`src/rtl/wmb_pkg.sv`:
```
package wmb_pkg;
  localparam int LANES = 4;
  localparam int DW    = 8 * LANES;

  // Expand byte enables into a bit mask.
  function automatic logic [DW-1:0] lane_mask(input logic [LANES-1:0] be);
    logic [DW-1:0] m;
    for (int i = 0; i < LANES; i++) m[8*i +: 8] = {8{be[i]}};
    return m;
  endfunction

  // Newer bytes replace older ones in enabled lanes.
  function automatic logic [DW-1:0] lane_merge(input logic [DW-1:0] old_d,
                                               input logic [DW-1:0] new_d,
                                               input logic [LANES-1:0] new_be);
    logic [DW-1:0] m;
    m = lane_mask(new_be);
    return (old_d & ~m) | (new_d & m);
  endfunction
endpackage

```
`src/rtl/wmb_store.sv`:
```
module wmb_store import wmb_pkg::*; #(
  parameter int DEPTH = 4,
  parameter int WAW   = 30,
  localparam int PW   = $clog2(DEPTH),
  localparam int CW   = $clog2(DEPTH + 1)
) (
  input  logic             clk,
  input  logic             rst_n,
  input  logic             push,
  input  logic             fold,
  input  logic             pop,
  input  logic [WAW-1:0]   in_word,
  input  logic [DW-1:0]    in_data,
  input  logic [LANES-1:0] in_be,
  output logic [CW-1:0]    count,
  output logic [WAW-1:0]   head_word,
  output logic [DW-1:0]    head_data,
  output logic [LANES-1:0] head_be,
  output logic [WAW-1:0]   tail_word
);
  logic [WAW-1:0]   word_m [DEPTH];
  logic [DW-1:0]    data_m [DEPTH];
  logic [LANES-1:0] be_m   [DEPTH];
  logic [PW-1:0]    rd_ptr, wr_ptr, newest;

  assign newest    = wr_ptr - 1'b1;
  assign head_word = word_m[rd_ptr];
  assign head_data = data_m[rd_ptr];
  assign head_be   = be_m[rd_ptr];
  assign tail_word = word_m[newest];

  always_ff @(posedge clk) begin
    if (!rst_n) begin
      rd_ptr <= '0;
      wr_ptr <= '0;
      count  <= '0;
    end else begin
      if (push) wr_ptr <= wr_ptr + 1'b1;
      if (pop)  rd_ptr <= rd_ptr + 1'b1;
      if (push && !pop)      count <= count + 1'b1;
      else if (pop && !push) count <= count - 1'b1;
    end
  end

  always_ff @(posedge clk) begin
    if (push) begin
      word_m[wr_ptr] <= in_word;
      data_m[wr_ptr] <= lane_merge('0, in_data, in_be);
      be_m[wr_ptr]   <= in_be;
    end else if (fold) begin
      data_m[newest] <= lane_merge(data_m[newest], in_data, in_be);
      be_m[newest]   <= be_m[newest] | in_be;
    end
  end
endmodule

```
`src/rtl/wmb_ctrl.sv`:
```
module wmb_ctrl #(
  parameter int DEPTH = 4,
  parameter int WAW   = 30,
  localparam int CW   = $clog2(DEPTH + 1)
) (
  input  logic           clk,
  input  logic           rst_n,
  input  logic           merge_en,
  input  logic           flush,
  input  logic           wr_valid,
  input  logic [WAW-1:0] wr_word,
  input  logic           bus_ready,
  input  logic [CW-1:0]  count,
  input  logic [WAW-1:0] tail_word,
  output logic           wr_ready,
  output logic           push_ev,
  output logic           merge_ev,
  output logic           pop_ev,
  output logic           bus_valid,
  output logic           bus_last,
  output logic           mode_q,
  output logic           drain_q,
  output logic           hit
);
  localparam logic [CW-1:0] FULL_C = CW'(DEPTH);
  localparam logic [CW-1:0] ONE_C  = CW'(1);

  logic nonempty, full, contig, start;

  assign nonempty = (count != '0);
  assign full     = (count == FULL_C);
  assign contig   = (wr_word == tail_word + WAW'(1));
  assign hit      = mode_q && nonempty && !drain_q && (wr_word == tail_word);

  always_comb begin
    if (mode_q) begin
      wr_ready  = !drain_q && !(flush && nonempty) &&
                  (hit || (!full && (!nonempty || contig)));
      start     = nonempty && !drain_q &&
                  (flush || full || (wr_valid && !wr_ready));
      bus_valid = drain_q && nonempty;
      bus_last  = (count == ONE_C);
    end else begin
      wr_ready  = !full;
      start     = 1'b0;
      bus_valid = nonempty;
      bus_last  = 1'b1;
    end
  end

  assign push_ev  = wr_valid && wr_ready && !hit;
  assign merge_ev = wr_valid && wr_ready && hit;
  assign pop_ev   = bus_valid && bus_ready;

  always_ff @(posedge clk) begin
    if (!rst_n) begin
      drain_q <= 1'b0;
      mode_q  <= 1'b1;
    end else begin
      if (drain_q) drain_q <= !(pop_ev && count == ONE_C);
      else         drain_q <= start;
      if (!nonempty && !push_ev) mode_q <= merge_en;
    end
  end
endmodule

```
`src/rtl/wr_merge_buf.sv`:
```
module wr_merge_buf import wmb_pkg::*; #(
  parameter int DEPTH = 4,
  parameter int WAW   = 30,
  localparam int CW   = $clog2(DEPTH + 1)
) (
  input  logic             clk,
  input  logic             rst_n,
  input  logic             merge_en,
  input  logic             flush,
  input  logic             wr_valid,
  output logic             wr_ready,
  input  logic [WAW-1:0]   wr_word,
  input  logic [DW-1:0]    wr_data,
  input  logic [LANES-1:0] wr_be,
  output logic             bus_valid,
  input  logic             bus_ready,
  output logic [WAW-1:0]   bus_word,
  output logic [DW-1:0]    bus_data,
  output logic [LANES-1:0] bus_be,
  output logic             bus_last
);
  logic [CW-1:0]  count;
  logic [WAW-1:0] tail_word;
  logic push_ev, merge_ev, pop_ev, mode_q, drain_q, hit;

  wmb_store #(.DEPTH(DEPTH), .WAW(WAW)) u_store (
    .clk(clk), .rst_n(rst_n), .push(push_ev), .fold(merge_ev), .pop(pop_ev),
    .in_word(wr_word), .in_data(wr_data), .in_be(wr_be), .count(count),
    .head_word(bus_word), .head_data(bus_data), .head_be(bus_be),
    .tail_word(tail_word)
  );

  wmb_ctrl #(.DEPTH(DEPTH), .WAW(WAW)) u_ctrl (
    .clk(clk), .rst_n(rst_n), .merge_en(merge_en), .flush(flush),
    .wr_valid(wr_valid), .wr_word(wr_word), .bus_ready(bus_ready),
    .count(count), .tail_word(tail_word), .wr_ready(wr_ready),
    .push_ev(push_ev), .merge_ev(merge_ev), .pop_ev(pop_ev),
    .bus_valid(bus_valid), .bus_last(bus_last), .mode_q(mode_q),
    .drain_q(drain_q), .hit(hit)
  );
endmodule

```
`config.mk`:
```
export PLATFORM = sky130hd
export DESIGN_NAME = wr_merge_buf
export DESIGN_NICKNAME = d
export VERILOG_FILES = /design/src/rtl/wmb_pkg.sv /design/src/rtl/wmb_store.sv /design/src/rtl/wmb_ctrl.sv /design/src/rtl/wr_merge_buf.sv
export SDC_FILE = /design/constraint.sdc
export NUM_CORES = 1
export LEC_CHECK = 0
export BUFFER_PORTS_ARGS = -buffer_cell sky130_fd_sc_hd__buf_2
export CORE_AREA = 3 3 203 205
export CTS_BUF_LIST = sky130_fd_sc_hd__clkbuf_2
export CTS_CLUSTER_SIZE = 8
export DETAILED_ROUTE_END_ITERATION = 16
export DIE_AREA = 0 0 206 208
export REMOVE_ABC_BUFFERS = 1
export SYNTH_ARGS = -nofsm -noshare
export SYNTH_HDL_FRONTEND = slang
export SYNTH_SLANG_ARGS = --single-unit
export TNS_END_PERCENT = 50
```
`constraint.sdc`:
```
create_clock -name clk -period 8.4 [get_ports clk]
set_input_delay 0.42 -clock clk [delete_from_list [all_inputs] [get_ports clk]]
set_output_delay 0.42 -clock clk [all_outputs]
set_load 0.03 [all_outputs]
```
==> results.txt <==
I/O Buffers: 140
Clock share of power: 17.5%
Worst-margin pin slew: 1.07 ns
Placed Area: 15,000 um2
Residual DRC count: 0
Reg2Reg Depth: 12
Final Critical Period: 6.68 ns
DRT iter0 DRCs: 655
Clock Root Buffer: clkbuf_2
Outcome: complete, no violations
# H-tree levels: 3
RSZ-0062 raised after global routing: no
Min-delay src: wr_be[1]
Crit end category: primary output
Fin area: 16,300 um2
Power Dens Cells: 304 nW/um2
Cell row count: 73
Combinational power share: 44.2%
Core footprint: 39,600 um2
Sw frac: 40.2%
Ys async rst share: 0%
CTS tree: yes
First-pass GRT wire length: 53,000 um
Clock Path Buffers: 3
Avg Cell Area, Syn: 16.6 um2
Final setup viols: 0
Post-Route WL: 34,700 um
Clock Pin Slew Worst Setup and Hold Paths: 0.11 ns
Die Span Y: 208 um
Num ports: 141
Worst hold path type: in2reg
Overall die width: 206 um
Total grt overflow: 0
Clk_lat worst skew: 0.85 ns
Detailed placement HPWL: 21,800 um
Max Fclk: 0.150 GHz
Detail Route Antenna Nets: 0
Nets@finish: 1,160
Initial antenna violation count: 2
Fin Setup TNS: 0 ns
Total power: 0.00498 W
Post-DR wirelength/cell: 21.0 um
# Max-Cap Violations: 0
FF-to-FF setup slack: 2.08 ns
Critical path type: reg2out
CTS Sinks: 275
Critical Path Source Type: register
Area Overhead vs Synth: 18.5%
Hold Path Sink: u_store.data_m[3][12]$_DFFE_PP_
FF-to-FF End: u_store.data_m[0][25]$_DFFE_PP_
Share of layout cells above drive strength 1: 36.6%
R2R Path Start: u_store.wr_ptr[0]$_SDFFE_PN0N_
Instance count of the mapped netlist: 830
Die Footprint: 42,800 um2
Worst Setup Slack, final: 1.72 ns
Postcts setup bufs: 0
Yosys cell types: 62
Mapped Area: 13,800 um2
CP Data Arrival Time: 6.26 ns
Slew headroom: 28.5%
Worst VDD drop: 0.183 mV
Pre-CTS setup slack: 2.01 ns
Largest net degree at the start of global routing: 42
RD Place Congestion: 0.899
Internal power: 0.00298 W
Worst Path Max Fanout: 38
Cts bufs inserted: 72
Min Hold Slack: 0.134 ns
Sequential power share: 38.3%
Sequential area share after synthesis: 59.1%
DR vias/cell: 5.37
Worst hold path cell count: 3
Hold Vio Cnt, Final: 0
First drt pass iteration count: 5
Final worst-path cycle share: 79.5%
Worst clock skew: 0.0605 ns
Via Count: 8,877
EDFF count, synth: 264
Post-synth top flop: edfxtp_1
Switch Pwr: 0.00200 W
Pleak: 5.52 nW
Starting Density: 34.8%
Yosys reg bits: 275
GR Util All Layers: 16.0%
Vias in the first global route: 9,134
Synth Warn #: 0
Max-slew violations: 0
Required @ worst endpoint: 7.98 ns
## through the flow
step                      util [%]  cells
after floorplan                  -    785
after global placement        38.0   1460
after detailed placement      38.0   1460
after CTS                     41.2   1652
after global routing          41.2   1654
final                         41.2   1654
## layer usage
metal  wire length (um)  global-route usage (%)  vias to the layer above
met2              17200                    26.9                      313
met5                  0                       0                        -
met4                716                    4.96                        0
li1                   -                       -                     3956
met1              14700                    20.8                     4544
met3               2040                    3.60                       64
## cell type report
type                    count  area (um2)
multi-input cells         499        5410
repair buffers            219        1470
diodes                      2        5.00
fillers                  3700       23300
clock buffers             108         541
flip-flops and latches    275        8160
well taps                 525         657
clock inverters            15        58.8
inverters                  11        41.3
## cells in the mapped netlist, types with 8 or more instances
cell	count	share of area, %
nand2_1	91	2.5
inv_1	11	0.30
a21oi_1	8	0.29
xor2_1	9	0.57
nand4_1	20	0.91
buf_1	9	0.24
edfxtp_1	264	57
nand3_1	12	0.44
ha_1	10	0.91
nor3_1	18	0.65
mux4_2	124	20
mux4_1	8	1.5
and2_1	13	0.59
nand3b_1	35	1.9
clkbuf_1	25	0.68
nor4_1	8	0.36
dfxtp_1	11	1.6
xnor2_1	34	2.2
nor2_1	14	0.38
## timing repair
| item | CTS | global route |
|---|---|---|
| hold buffers | 69 | 0 |
| endpoints found under the hold margin | 259 | 0 |
| gates resized for setup | 0 | 0 |
| endpoints found under the setup margin | 0 | 0 |
## critical path, cell delays in order (launching register included)
cell and delay [ns]:
dfxtp_4 0.89, inv_1 0.34, ha_4 0.68, mux4_1 0.46
ha_1 0.48, and4_1 0.29, nand3_1 0.23, a31o_2 0.30
a2111o_1 0.40, nor4_1 0.35, nand4_1 0.23, and3_1 0.27
a21oi_1 0.25, buf_2 0.26
## power by group through the flow
stage          sequential, W  clock (W)  combinational (W)
2_1_floorplan        0.00192          0            0.00160
5_1_grt              0.00194   0.000984            0.00236
3_3_place_gp         0.00193          0            0.00219
4_1_cts              0.00191   0.000916            0.00223
6_report             0.00191   0.000871            0.00220
3_5_place_dp         0.00194          0            0.00219
## how the worst max path moves through the flow
stage / start / endpoint / slack [ns]
after floorplan: u_store.wr_ptr[0]$_SDFFE_PN0N_ / u_store.be_m[2][0]$_DFFE_PP_ / -2.42
after global placement: u_store.wr_ptr[0]$_SDFFE_PN0N_ / u_store.data_m[3][30]$_DFFE_PP_ / 2.01
after detailed placement: u_store.wr_ptr[0]$_SDFFE_PN0N_ / u_store.data_m[3][29]$_DFFE_PP_ / 2.01
after CTS: u_store.wr_ptr[0]$_SDFFE_PN0N_ / wr_ready / 1.50
after global routing: u_store.wr_ptr[0]$_SDFFE_PN0N_ / wr_ready / 1.12
final: u_store.wr_ptr[0]$_SDFFE_PN0N_ / wr_ready / 1.72
## logic make-up (layout without fill, tap and decap cells)
kind of cell             after synthesis  after routing  share of synthesized area (%)
flip-flops                           275            275                           59.1
AND/OR/NAND/NOR                      243            243                           9.48
multiplexers                         139            139                           22.3
AO/OA/AOI/OAI                         63             63                           3.48
buffers and inverters                 56            353                           1.83
XOR/XNOR                              44             44                           2.90
adder cells (fa/ha/maj)               10             10                          0.907
other                                  0              2                              0
## cell usage in the layout, fill, tap and decap left out, drive strengths merged, types with 4 or more instances in the layout
| master | n |
|---|---|
| a21o | 6 |
| a21oi | 8 |
| a31oi | 4 |
| and2 | 13 |
| and3 | 5 |
| and4 | 4 |
| buf | 150 |
| clkbuf | 108 |
| clkinv | 12 |
| dfxtp | 11 |
| dlygate4sd3 | 69 |
| edfxtp | 264 |
| ha | 10 |
| inv | 14 |
| mux2i | 5 |
| mux4 | 132 |
| nand2 | 92 |
| nand3 | 13 |
| nand3b | 35 |
| nand4 | 20 |
| nor2 | 14 |
| nor3 | 18 |
| nor4 | 8 |
| o211ai | 4 |
| o21a | 6 |
| o21ai | 7 |
| xnor2 | 34 |
| xor2 | 9 |
## registers in the layout, indices dropped and copies added (netlist names), named ones only
name,flops
u_ctrl.drain_q,1
u_ctrl.mode_q,1
u_store.be_m,16
u_store.count,3
u_store.data_m,128
u_store.rd_ptr,2
u_store.word_m,120
u_store.wr_ptr,2
Power figures use the tool's default switching activity.
